### src/rtl/feac_tx_pkg.sv
package feac_tx_pkg;

  typedef enum logic {
    MODE_SINGLE = 1'b0,
    MODE_REPEAT = 1'b1
  } feac_mode_e;

  localparam int DEF_BYTE_W    = 8;
  localparam int DEF_FLAG_LEN  = 8;
  localparam int DEF_REP_COUNT = 10;

endpackage

### src/rtl/feac_rst_sync.sv
module feac_rst_sync (
  input  logic clk,
  input  logic rst_n,
  output logic rst_sync_n
);

  logic [1:0] sync_q;

  always_ff @(posedge clk or negedge rst_n) begin
    if (!rst_n) sync_q <= 2'b00;
    else        sync_q <= {sync_q[0], 1'b1};
  end

  assign rst_sync_n = sync_q[1];

endmodule

### src/rtl/feac_serializer.sv
module feac_serializer #(
  parameter int MSG_LEN = 16
) (
  input  logic               clk,
  input  logic               rst_n,
  input  logic               en,
  input  logic               stb,
  input  logic [MSG_LEN-1:0] frame_word,
  output logic               tx_bit,
  output logic               boundary,
  output logic               msg_end
);

  localparam int PW = $clog2(MSG_LEN);
  localparam logic [PW-1:0] LAST_POS = PW'(MSG_LEN - 1);

  logic [PW-1:0]      pos_q, pos_d;
  logic [MSG_LEN-1:0] sh_q, sh_d;
  logic               tx_q, tx_d;

  assign boundary = en && stb && (pos_q == '0);
  assign msg_end  = en && stb && (pos_q == LAST_POS);

  always_comb begin
    pos_d = pos_q;
    sh_d  = sh_q;
    tx_d  = tx_q;
    if (!en) begin
      pos_d = '0;
      tx_d  = 1'b1;
    end else if (stb) begin
      if (pos_q == '0) begin
        tx_d = frame_word[0];
        sh_d = {1'b1, frame_word[MSG_LEN-1:1]};
      end else begin
        tx_d = sh_q[0];
        sh_d = {1'b1, sh_q[MSG_LEN-1:1]};
      end
      pos_d = (pos_q == LAST_POS) ? '0 : pos_q + 1'b1;
    end
  end

  always_ff @(posedge clk or negedge rst_n) begin
    if (!rst_n) begin
      pos_q <= '0;
      sh_q  <= '1;
      tx_q  <= 1'b1;
    end else begin
      pos_q <= pos_d;
      sh_q  <= sh_d;
      tx_q  <= tx_d;
    end
  end

  assign tx_bit = tx_q;


  hold_between_stb_chk: assert property (@(posedge clk) disable iff (!rst_n)
    (en && !stb) |=> $stable(tx_q));


  disabled_ones_chk: assert property (@(posedge clk) disable iff (!rst_n)
    !en |=> tx_q);

endmodule

### src/rtl/feac_msg_sel.sv
module feac_msg_sel
  import feac_tx_pkg::*;
#(
  parameter int BYTE_W    = 8,
  parameter int FLAG_LEN  = 8,
  parameter int REP_COUNT = 10
) (
  input  logic                       clk,
  input  logic                       rst_n,
  input  logic                       en,
  input  logic                       rep_mode,
  input  logic                       boundary,
  input  logic                       msg_end,
  input  logic                       wr_en,
  input  logic [BYTE_W-1:0]          wr_data,
  output logic [BYTE_W+FLAG_LEN-1:0] frame_word,
  output logic                       burst_done
);

  localparam int RW = (REP_COUNT > 1) ? $clog2(REP_COUNT) : 1;
  localparam logic [RW-1:0] REP_LAST = RW'(REP_COUNT - 1);

  feac_mode_e mode;
  logic [BYTE_W-1:0] cur_q, cur_d, wbuf_q, wbuf_d, sel;
  logic              pend_q, pend_d;
  logic [RW-1:0]     rep_q, rep_d;
  logic              cur_ok, sel_ok, adopt, rep_last;

  assign mode     = feac_mode_e'(rep_mode);
  assign cur_ok   = !cur_q[BYTE_W-1] && !cur_q[0];
  assign rep_last = (rep_q == REP_LAST);
  assign adopt    = pend_q && ((mode == MODE_SINGLE) || (rep_q == '0) || !cur_ok);
  assign sel      = adopt ? wbuf_q : cur_q;
  assign sel_ok   = !sel[BYTE_W-1] && !sel[0];

  always_comb begin
    if (sel_ok) frame_word = {sel, {FLAG_LEN{1'b1}}};
    else        frame_word = '1;
  end

  assign burst_done = msg_end && cur_ok && ((mode == MODE_SINGLE) || rep_last);

  always_comb begin
    cur_d  = cur_q;
    wbuf_d = wbuf_q;
    pend_d = pend_q;
    rep_d  = rep_q;
    if (boundary && adopt) begin
      cur_d  = wbuf_q;
      pend_d = 1'b0;
      rep_d  = '0;
    end
    if (msg_end && cur_ok && (mode == MODE_REPEAT))
      rep_d = rep_last ? '0 : rep_q + 1'b1;
    if (!en)
      rep_d = '0;
    if (wr_en) begin
      wbuf_d = wr_data;
      pend_d = 1'b1;
    end
  end

  always_ff @(posedge clk or negedge rst_n) begin
    if (!rst_n) begin
      cur_q  <= '1;
      wbuf_q <= '1;
      pend_q <= 1'b0;
      rep_q  <= '0;
    end else begin
      cur_q  <= cur_d;
      wbuf_q <= wbuf_d;
      pend_q <= pend_d;
      rep_q  <= rep_d;
    end
  end


  rep_range_chk: assert property (@(posedge clk) disable iff (!rst_n)
    int'(rep_q) < REP_COUNT);

endmodule

### src/rtl/feac_status.sv
module feac_status (
  input  logic clk,
  input  logic rst_n,
  input  logic set,
  input  logic clr,
  input  logic irq_en,
  output logic stat_flag,
  output logic irq
);

  logic stat_q, stat_d;

  always_comb begin
    stat_d = stat_q;
    if (set)      stat_d = 1'b1;
    else if (clr) stat_d = 1'b0;
  end

  always_ff @(posedge clk or negedge rst_n) begin
    if (!rst_n) stat_q <= 1'b0;
    else        stat_q <= stat_d;
  end

  assign stat_flag = stat_q;
  assign irq       = stat_q && irq_en;

endmodule

### src/rtl/feac_tx.sv
module feac_tx
  import feac_tx_pkg::*;
#(
  parameter int BYTE_W    = DEF_BYTE_W,
  parameter int FLAG_LEN  = DEF_FLAG_LEN,
  parameter int REP_COUNT = DEF_REP_COUNT
) (
  input  logic              clk,
  input  logic              rst_n,
  input  logic              cbit_mode,
  input  logic              rep_mode,
  input  logic              irq_en,
  input  logic              frame_stb,
  input  logic              wr_en,
  input  logic [BYTE_W-1:0] wr_data,
  input  logic              stat_rd,
  output logic              tx_bit,
  output logic              stat_flag,
  output logic              irq
);

  localparam int MSG_LEN = BYTE_W + FLAG_LEN;

  logic               rst_i;
  logic [MSG_LEN-1:0] frame_word;
  logic               boundary, msg_end, burst_done;

  feac_rst_sync u_rst (
    .clk        (clk),
    .rst_n      (rst_n),
    .rst_sync_n (rst_i)
  );

  feac_serializer #(.MSG_LEN(MSG_LEN)) u_ser (
    .clk        (clk),
    .rst_n      (rst_i),
    .en         (cbit_mode),
    .stb        (frame_stb),
    .frame_word (frame_word),
    .tx_bit     (tx_bit),
    .boundary   (boundary),
    .msg_end    (msg_end)
  );

  feac_msg_sel #(
    .BYTE_W    (BYTE_W),
    .FLAG_LEN  (FLAG_LEN),
    .REP_COUNT (REP_COUNT)
  ) u_sel (
    .clk        (clk),
    .rst_n      (rst_i),
    .en         (cbit_mode),
    .rep_mode   (rep_mode),
    .boundary   (boundary),
    .msg_end    (msg_end),
    .wr_en      (wr_en),
    .wr_data    (wr_data),
    .frame_word (frame_word),
    .burst_done (burst_done)
  );

  feac_status u_stat (
    .clk       (clk),
    .rst_n     (rst_i),
    .set       (burst_done),
    .clr       (stat_rd),
    .irq_en    (irq_en),
    .stat_flag (stat_flag),
    .irq       (irq)
  );


  stat_rise_chk: assert property (@(posedge clk) disable iff (!rst_i)
    $rose(stat_flag) |-> $past(msg_end));


  read_clear_chk: assert property (@(posedge clk) disable iff (!rst_i)
    (stat_rd && !burst_done) |=> !stat_flag);

endmodule

### config.mk
export PLATFORM = sky130hd
export DESIGN_NAME = feac_tx
export DESIGN_NICKNAME = d
export VERILOG_FILES = /design/src/rtl/feac_tx_pkg.sv /design/src/rtl/feac_rst_sync.sv /design/src/rtl/feac_serializer.sv /design/src/rtl/feac_msg_sel.sv /design/src/rtl/feac_status.sv /design/src/rtl/feac_tx.sv
export SDC_FILE = /design/constraint.sdc
export NUM_CORES = 1
export LEC_CHECK = 0
export ABC_AREA = 1
export BUFFER_PORTS_ARGS = -buffer_cell sky130_fd_sc_hd__buf_2
export CAP_MARGIN = 30
export CORE_MARGIN = 1.5
export CORE_UTILIZATION = 30
export DETAILED_ROUTE_END_ITERATION = 6
export SLEW_MARGIN = 25
export SYNTH_ARGS = -nofsm -noshare
export SYNTH_HDL_FRONTEND = slang
export SYNTH_SLANG_ARGS = --single-unit
### constraint.sdc
create_clock -name clk -period 1.95 [get_ports clk]
set_clock_uncertainty 0.1 [all_clocks]
set_input_delay 0.2925 -clock clk [delete_from_list [all_inputs] [get_ports clk]]
set_output_delay 0.2925 -clock clk [all_outputs]
set_load 0.1 [all_outputs]
After elaboration in Yosys (flattened, before gate mapping):

Cells that the tools add are included.

* register bits after elaboration: 45
* bits in latches: 0
* bits in writable memories: 0
* memory bits (read-only): 0
* output and inout port bits: 3
* memories kept: 0

* add/subtract/negate cells: 2
* $mul: 0
* div/mod/pow operators: 0
* order comparisons: 0
* equal/unequal tests: 4
* shifts and indexed selects: 0
* muxes and demuxes: 17
* bitwise gates (word level): 1
* reductions and logical operators: 24

Operators with widths (number)
* $mux 4: 7
* $mux 16: 1
* $mux 15: 1
* $logic_and 1x1->1: 11
* $add 4x1->4 const B: 2
* $eq 4x4->1 const B: 2
* $logic_not 4->1: 2
* $mux 8: 1
* $mux 1: 7
* $logic_not 1->1: 5
* $reduce_bool 2->1: 2
* $logic_or 1x1->1: 3
* $ne 3x1->1 const B: 1
* $ne 2x1->1 const B: 1
* $reduce_and 2->1: 1
* $not 1->1: 1

Logic depth before layout (Yosys ltp):

Gate-level depths: netlist (run 1).

* word-level depth: 12
* depth in mapped cells: 10

Cells and area by module:

A second synthesis (run 1) with hierarchy kept.

* cell total of the unflattened synthesis: 310
* area, all modules: 2454.9 um2

By module, submodules not included
* feac_msg_sel: times used 1, cells an instance 150, area an instance 1262.5 um2, seq. area each 545.5 um2
* feac_serializer: times used 1, cells an instance 150, area an instance 1091.0 um2, seq. area each 520.5 um2
* feac_rst_sync: times used 1, cells an instance 3, area an instance 53.8 um2, seq. area each 50.0 um2
* feac_status: times used 1, cells an instance 7, area an instance 47.5 um2, seq. area each 25.0 um2

Least setup slack after synthesis (run 1):

No wires, ideal clock.

* kind: register to output
* from: reg u_stat.stat_q, in the netlist u_stat.stat_flag
* to: out irq
* arrival: 1644 ps
* slack: -87 ps
* stages on the path, launching flop included: 3
* path buffers: 0
* cell sequence: dfrtp_1 -> nand2_1 -> inv_1

* cells in the longest elaborated chain, start to end: 1

Ends and longest elaborated chain
* from (decl): RTL line feac_status.sv:11 `logic stat_q, stat_d;`
* from (signal assigned): RTL line feac_status.sv:21 `else stat_q <= stat_d;`
* $logic_and 1x1->1: RTL line feac_status.sv:25 `assign irq = stat_q && irq_en;`
* to (decl): RTL line feac_tx.sv:19 `output logic irq`

No other way between the ends.

Worst setup path in the final report (run 1):

* from: reg u_sel.rep_q[0]
* to: reg u_sel.rep_q[0]

* cells in the longest elaborated chain, start to end: 6

Ends and longest elaborated chain
* from (decl): RTL line feac_msg_sel.sv:26 `logic [RW-1:0] rep_q, rep_d;`
* from (signal assigned): RTL line feac_msg_sel.sv:73 `rep_q <= rep_d;`
* parallel branches: the longest is 6 deep, another holds $add 4x1->4

Several ways; the timed one is not identified.
A chain may end at the register's enable or synchronous reset.

==> results of run 1 <==
critical path, cell delays in order (launching register included):
cell and delay [ps]:
dfrtp_1 420, inv_1 130, ha_1 170, nand3_2 90, nand2_4 130, nand3_4 220, nand3_1 190, o21ai_0 80
layout make-up:
type	instances	area, um2	share of cell area, %
Inverter	34	127.6	5.123
Tap cell	96	120.1	4.822
Timing Repair Buffer	21	115.1	4.621
Clock buffer	5	68.82	2.762
Clock inverter	3	42.54	1.708
Sequential cell	44	1142	45.86
Multi-Input combinational cell	167	874.6	35.11
layout by cell type, fill, tap and decap left out, types with 2 or more instances in the layout:
cell / netlist / final
nand2_2: 2 / 2
clkbuf_8: 0 / 5
dfrtp_1: 12 / 11
a21oi_1: 11 / 11
nor2_4: 3 / 3
nor2_1: 27 / 27
nand2_1: 65 / 65
nand4_1: 2 / 2
inv_2: 5 / 5
nand2_4: 2 / 2
buf_4: 0 / 2
nand3_2: 2 / 2
o21ai_0: 15 / 15
ha_1: 5 / 5
inv_1: 29 / 29
buf_2: 2 / 18
nand3_1: 14 / 14
dfstp_2: 32 / 32
o21ai_2: 8 / 8
final timing paths:
kind	slack, ps	startpoint	end	cells after the start
max in group asynchronous	1130	u_rst.sync_q[1]$_DFF_PN0_	u_stat.stat_flag$_DFFE_PN0P_	1
max reg2reg	300	u_sel.rep_q[0]$_DFFE_PN0P_	u_sel.rep_q[0]$_DFFE_PN0P_	7
min	70	stat_rd	u_stat.stat_flag$_DFFE_PN0P_	2
min reg2reg	220	u_rst.sync_q[1]$_DFF_PN0_	u_sel.pend_q$_DFFE_PN0P_	1
max	300	u_sel.rep_q[0]$_DFFE_PN0P_	u_sel.rep_q[0]$_DFFE_PN0P_	7
min in group asynchronous	200	rst_n	u_rst.sync_q[1]$_DFF_PN0_	2
synth_stat cells (2+ instances only):
master / n / area share, %
inv_2: 5 / 0.86
nand3_1: 14 / 3.2
clkbuf_1: 3 / 0.51
nor2_4: 3 / 1.5
nand2_4: 2 / 1.0
buf_2: 2 / 0.46
dfrtp_1: 12 / 14
ha_1: 5 / 2.9
o21ai_0: 15 / 3.4
nand3_2: 2 / 0.92
inv_1: 29 / 5.0
nand2_2: 2 / 0.57
nor2_1: 27 / 4.6
o21ai_2: 8 / 3.2
nand2_1: 65 / 11
dfstp_2: 32 / 38
nand4_1: 2 / 0.57
a21oi_1: 11 / 2.5
buf_6: 2 / 1.0
per-layer routing:
metal / global-route usage, % / part of all wire, % / vias up
li1: - / - / 832
met1: 16.06 / 53 / 741
met2: 16.79 / 43 / 17
met3: 2.892 / 2.9 / 7
met4: 4.688 / 1.7 / 0
met5: 0 / 0 / -
power groups by stage:
stage	registers, mW	clock network (mW)	logic [mW]
3_5_place_dp	1.17	0	0.354
5_1_grt	1.17	0.760	0.413
4_1_cts	1.15	0.719	0.357
6_report	1.15	0.684	0.350
2_1_floorplan	1.16	0	0.278
3_3_place_gp	1.16	0	0.350
registers in the layout, indices dropped and copies added, names as in the netlist:
name / cells
u_ser.sh_q: 15
u_sel.cur_q: 8
u_sel.wbuf_q: 8
u_sel.rep_q: 4
u_ser.pos_q: 4
u_rst.sync_q: 2
u_sel.pend_q: 1
u_ser.tx_bit: 1
u_stat.stat_flag: 1
cell families (layout without fill, tap and decap cells):
| logic type | after synthesis | count (layout) | synth area share (%) |
|---|---|---|---|
| simple gates | 119 | 119 | 24.71 |
| other cells | 1 | 1 | 0.1715 |
| fa+ha+maj | 5 | 5 | 2.860 |
| compound gates | 41 | 41 | 11.84 |
| flops | 44 | 44 | 52.17 |
| buf+inv | 41 | 63 | 7.837 |
| xor+xnor | 1 | 1 | 0.4005 |
per-stage QoR:
stage	power, mW	setup slack [ps]	instances	hold WS, ps	area, um2
5_1_grt	2.342	120.7	370	51.24	2491
6_report	2.189	302.5	370	65.82	2491
3_3_place_gp	1.514	342.1	361	-20.48	2370
4_1_cts	2.230	278.5	370	48.69	2491
3_5_place_dp	1.524	295.2	361	-20.19	2370
2_1_floorplan	1.441	188.4	252	-103.1	2188
==> reports/qor.txt, run 1 <==
H-tree levels - 2
minimum clock period after layout - 1648 ps
vias post-DR - 1597
Final Hold Vio Count - 0
DR DRC count - 0
leak pwr - 1.166 nW
layout cells sized above 1 - 31.39%
Die Span Y - 88.39 um
Total Wirelength - 3813 um
Clk network pwr share - 31.3%
critical path fanouts, max - 19
Synth Instances - 252
Remaining Overflow, GRT - 0
Layout Utilization - 36.07%
post-synthesis cell area - 2187 um2
core footprint - 6907 um2
later-pin clock latency in the skew report - 290 ps
Die X - 88.39 um
top_reg_cell synth - dfstp_2
Pwr Density - 878.8 nW/um2
Setup CP Type - reg2reg
RSZ-0062 raised after global routing - false
DR pass1 iterations - 4
MaxCap Viol Count - 0
sequential fraction of the synthesis area - 52.17%
status - complete, no violations
I/O pins - 19
worst min-delay path class - in2reg
syn avg cell area - 8.679 um2
Syn-to-layout area delta - 13.90%
vias per inst - 4.316
final setup fails - 0
Worst-Margin Slew - 546.6 ps
Final ANT Viol Nets - 0
ANT cells - 0
gr usage total - 11.42%
DPL Wire Length - 2652 um
clk buf depth - 2
die area - 7812 um2
Slew Limit Fails - 0
Rel. slew slack - 63.56%
VDD IR max - 0.3976 mV
Initial DRC Count - 67
TritonCTS Buffers - 5
Layout Nets - 294
filler instances - 733
vias in the first global route - 1451
routability cong. - 0.7734
Initial Utilization - 31.67%
Int Power - 1.603 mW
Reg clk slew, reported paths - 80 ps
pin count of the biggest net entering global routing - 43
#FFs+latches synth - 44
CTS root buffer - clkbuf_8
Critical Path RT - 2030 ps
Net Sw Power - 586.0 uW
Post-CTS Setup Inserts - 0
TritonCTS clock tree - built
FP Rows - 30
first-pass GRT wire length - 6886 um
Cell variety after synth - 30
hold-fix buffers at CTS - 1
Tcrit/Tclk final - 84.49%
Max Freq - 0.6070 GHz
number of synthesized flops with an enable pin - 0
Clock Sinks - 44
Logic pwr share - 16.0%
Crit. End Element - flop
Worst EP arrival - 1730 ps
Startpoint Class - flop
Async SR Flop Fraction - 100.0%
drt wl/cell - 10.31 um
Switching Share - 26.77%
Mapped Nets - 273
synth warn - 0
cts repair resizes - 0
initial antenna violation count - 0
Setup TNS Final - 0 ps
Seq pwr share - 52.7%
IO buf count - 18
Note: power is estimated with default switching activity, not from simulation.
==> inputs of run 2 (changes only) <==
ABC_AREA = 0   (was 1)
clock period = 1.7 ns   (was 1.95 ns; I/O delays follow)
==> run 2 against run 1 <==
  * The flow now finishes with violations (negative setup slack)
  * Clock power is 20% higher
  * Largest cell class unchanged
  * Synthesized cell count is 30% lower
  * First-iteration DRC count is 30% lower
  * Power is 28% higher
==> reports/qor.txt, run 2 <==
clk buf depth - 2 (unchanged)
final setup fails - 15 (+15)
Multi-input gate area - 992.2 um2 (+13%)
Critical Path, Cell by Cell - or3b_4 -> o31a_1 -> and2_4 -> mux2_4
critical path fanouts, max - 3 (-16)
H-tree levels - 2 (unchanged)
reg2reg end - u_sel.rep_q[0]$_DFFE_PN0P_
Synth Area in XOR/XNOR - 1.278% (+0.88 points)
Synth Area in Adders - 3.043% (+0.18 points)
GR Layer Usage met2 - 21.26% (+4.5 points)
global route hottest layer - met2
Remaining Overflow, GRT - 0 (unchanged)
TritonCTS clock tree - built
critical path's slowest cell - or3b_4
met1 global-route usage - 15.68% (-0.38 points)
Final ANT Viol Nets - 0 (unchanged)
Die Span Y - 85.78 um (-2.9%)
initial antenna violation count - 0 (unchanged)
Setup CP Type - reg2reg
worst min-delay path class - in2reg
failing checks - negative setup slack
Mapped Nets - 198 (-27%)
Startpoint Class - flop
VDD IR max - 0.4809 mV (+21%)
DP Area - 2389 um2 (+0.79%)
TritonCTS Buffers - 5 (unchanged)
Layout Utilization - 42.17% (+6.1 points)
filler instances - 618 (-16%)
core footprint - 6495 um2 (-6.0%)
Critical Path RT - 1790 ps (-240 ps)
first-pass GRT wire length - 7176 um (+4.2%)
Layout Nets - 246 (-16%)
commonest non-fill, non-tap cells in the layout - dfstp_2 (32), buf_4 (21), nand2_1 (20)
FP Rows - 29 (-3.3%)
number of synthesized flops with an enable pin - 0 (unchanged)
Initial Utilization - 31.65% (about the same)
I/O pins - 19 (unchanged)
CP Depth - 4 (-3)
CTS root buffer - clkbuf_8
biggest regs - u_ser.sh_q (15), u_sel.cur_q (8), u_sel.wbuf_q (8)
Worst EP arrival - 1840 ps (+110 ps)
syn avg cell area - 11.61 um2 (+34%)
drt wl/cell - 13.59 um (+32%)
Cell variety after synth - 41 (+37%)
commonest cells in the netlist - dfstp_2 (32), nand2_1 (21), o21ai_0 (18)
R2R depth - 4 (-3)
IO buf count - 18 (unchanged)
status - complete, but fails checks
CP endpoint - u_sel.rep_q[0]$_DFFE_PN0P_
Initial DRC Count - 47 (-30%)
CP bufs+invs - 0 (-1)
Async SR Flop Fraction - 100.0% (unchanged)
CP top delay family - simple AND/OR/NAND/NOR gates
#FFs+latches synth - 44 (unchanged)
Pwr Density - 1022 nW/um2 (+16%)
RSZ-0062 raised after global routing - true
finished layout cell area - 2739 um2 (+9.9%)
Final Hold Vio Count - 0 (unchanged)
Largest Register - u_ser.sh_q
Critical R2R Launch - u_sel.cur_q[0]$_DFFE_PN1P_
largest family of logic cells by synthesized area - simple AND/OR/NAND/NOR gates
later-pin clock latency in the skew report - 300 ps (about the same)
MaxCap Viol Count - 0 (unchanged)
pre-CTS setup slack - -162.2 ps (-457.3 ps)
pin count of the biggest net entering global routing - 37 (-14%)
Total Wirelength - 4117 um (+8.0%)
Max Freq - 0.5704 GHz (-6.0%)
most common cell in the netlist - dfstp_2
total power - 2.798 mW (+28%)
layout cells sized above 1 - 61.95% (+31 points)
Crit. End Element - flop
vias post-DR - 1469 (-8.0%)
Syn-to-layout area delta - 33.23%
top_reg_cell synth - dfstp_2
post-synthesis cell area - 2056 um2 (-6.0%)
Synth Instances - 177 (-30%)
routability cong. - 0.7930 (+2.5%)
Slew Limit Fails - 0 (unchanged)
Die X - 85.78 um (-2.9%)
Clock Sinks - 44 (unchanged)
sequential fraction of the synthesis area - 55.51% (+3.3 points)
Global Route met3 Usage - 3.176% (+0.28 points)
top cells by area, synth - dfstp_2 (41%), dfrtp_1 (15%), mux2_2 (8.8%)
leading cell type in the layout, fill and taps excluded - dfstp_2
ANT cells - 0 (unchanged)
Tcrit/Tclk final - 103.1% (+19 points)
leak pwr - 1.164 nW (-0.21%)
post-synthesis mux area share - 12.90% (+13 points)
Compound-Gate Fraction of Synth Area - 10.29% (-1.6 points)
DR DRC count - 0 (unchanged)
Sequential Area - 1142 um2 (unchanged)
crit path from - u_sel.cur_q[0]$_DFFE_PN1P_
vias per inst - 4.848 (+12%)
Reg clk slew, reported paths - 90 ps (about the same)
gr usage total - 12.46% (+1.0 points)
cell accounting for the most synthesized area - dfstp_2
reg2reg setup slack - -50 ps (-360 ps)
DPL Wire Length - 2601 um (-1.9%)
max reg flops - 15 (unchanged)
minimum clock period after layout - 1753 ps (+105.7 ps)
max incr delay on CP - 410 ps (about the same)
DR pass1 iterations - 4 (unchanged)
vias in the first global route - 1517 (+4.5%)
die area - 7358 um2 (-5.8%)
Simple-Gate Fraction of Synth Area - 14.30% (-10 points)
setup ws final - -53.25 ps (-355.7 ps)
area fraction of the dominant cell type after synthesis - 40.90% (+2.5 points)
synth warn - 0 (unchanged)
==> run 2: routing by layer <==
| metal | vias up | share of wire (%) |
|---|---|---|
| li1 | 713 | - |
| met4 | 0 | 1.1 |
| met3 | 5 | 2.3 |
| met5 | - | 0 |
| met2 | 19 | 52 |
| met1 | 732 | 45 |
==> run 2: how the worst min path moves through the flow <==
stage	startpoint	endpoint	cells past startpoint
after detailed placement	rst_n	u_rst.sync_q[0]$_DFF_PN0_	1
after global placement	rst_n	u_rst.sync_q[0]$_DFF_PN0_	1
after CTS	cbit_mode	u_ser.tx_bit$_DFFE_PN1P_	2
after global routing	wr_data[5]	u_sel.wbuf_q[5]$_DFFE_PN1P_	2
final	cbit_mode	u_ser.tx_bit$_DFFE_PN1P_	2
after floorplan	rst_n	u_rst.sync_q[0]$_DFF_PN0_	0
==> run 2: logic make-up after synthesis <==
group / after synthesis
AOI/OAI and AO/OA: 35
buffers and inverters: 12
adders and majority gates: 5
and+or+nand+nor: 53
xor gates and xnor gates: 3
other: 1
DFF: 44
muxes: 24
==> run 2: cell type report <==
class	instances	area share, %
Multi-Input combinational cell	121	36.23
Clock buffer	5	2.513
Timing Repair Buffer	48	13.66
Inverter	5	0.6852
Sequential cell	44	41.71
Tap cell	77	3.518
Clock inverter	3	1.690
==> run 2: repair_timing <==
action,CTS,global route
pin swaps,9,3
buffers inserted,4,4
endpoints found under the setup margin,20,21
gates resized for setup,18,26
hold buffers,1,0
endpoints found under the hold margin,2,0
==> run 2: report_power, final <==
part / internal (mW) / total [mW] / switching [mW] / leakage (nW)
combinational: 0.306 / 0.551 / 0.245 / 0.617
clock: 0.443 / 0.818 / 0.376 / 0.0548
sequential: 1.33 / 1.43 / 0.102 / 0.492
==> run 2: through the flow <==
step / hold WS, ps / setup TNS [ps] / std cells
after floorplan: -140.6 / 0 / 177
after global placement: -58.30 / -1428 / 286
after detailed placement: -57.92 / -1697 / 286
after CTS: 62.32 / -276.7 / 299
after global routing: 73.90 / -1741 / 303
final: 77.78 / -350.0 / 303
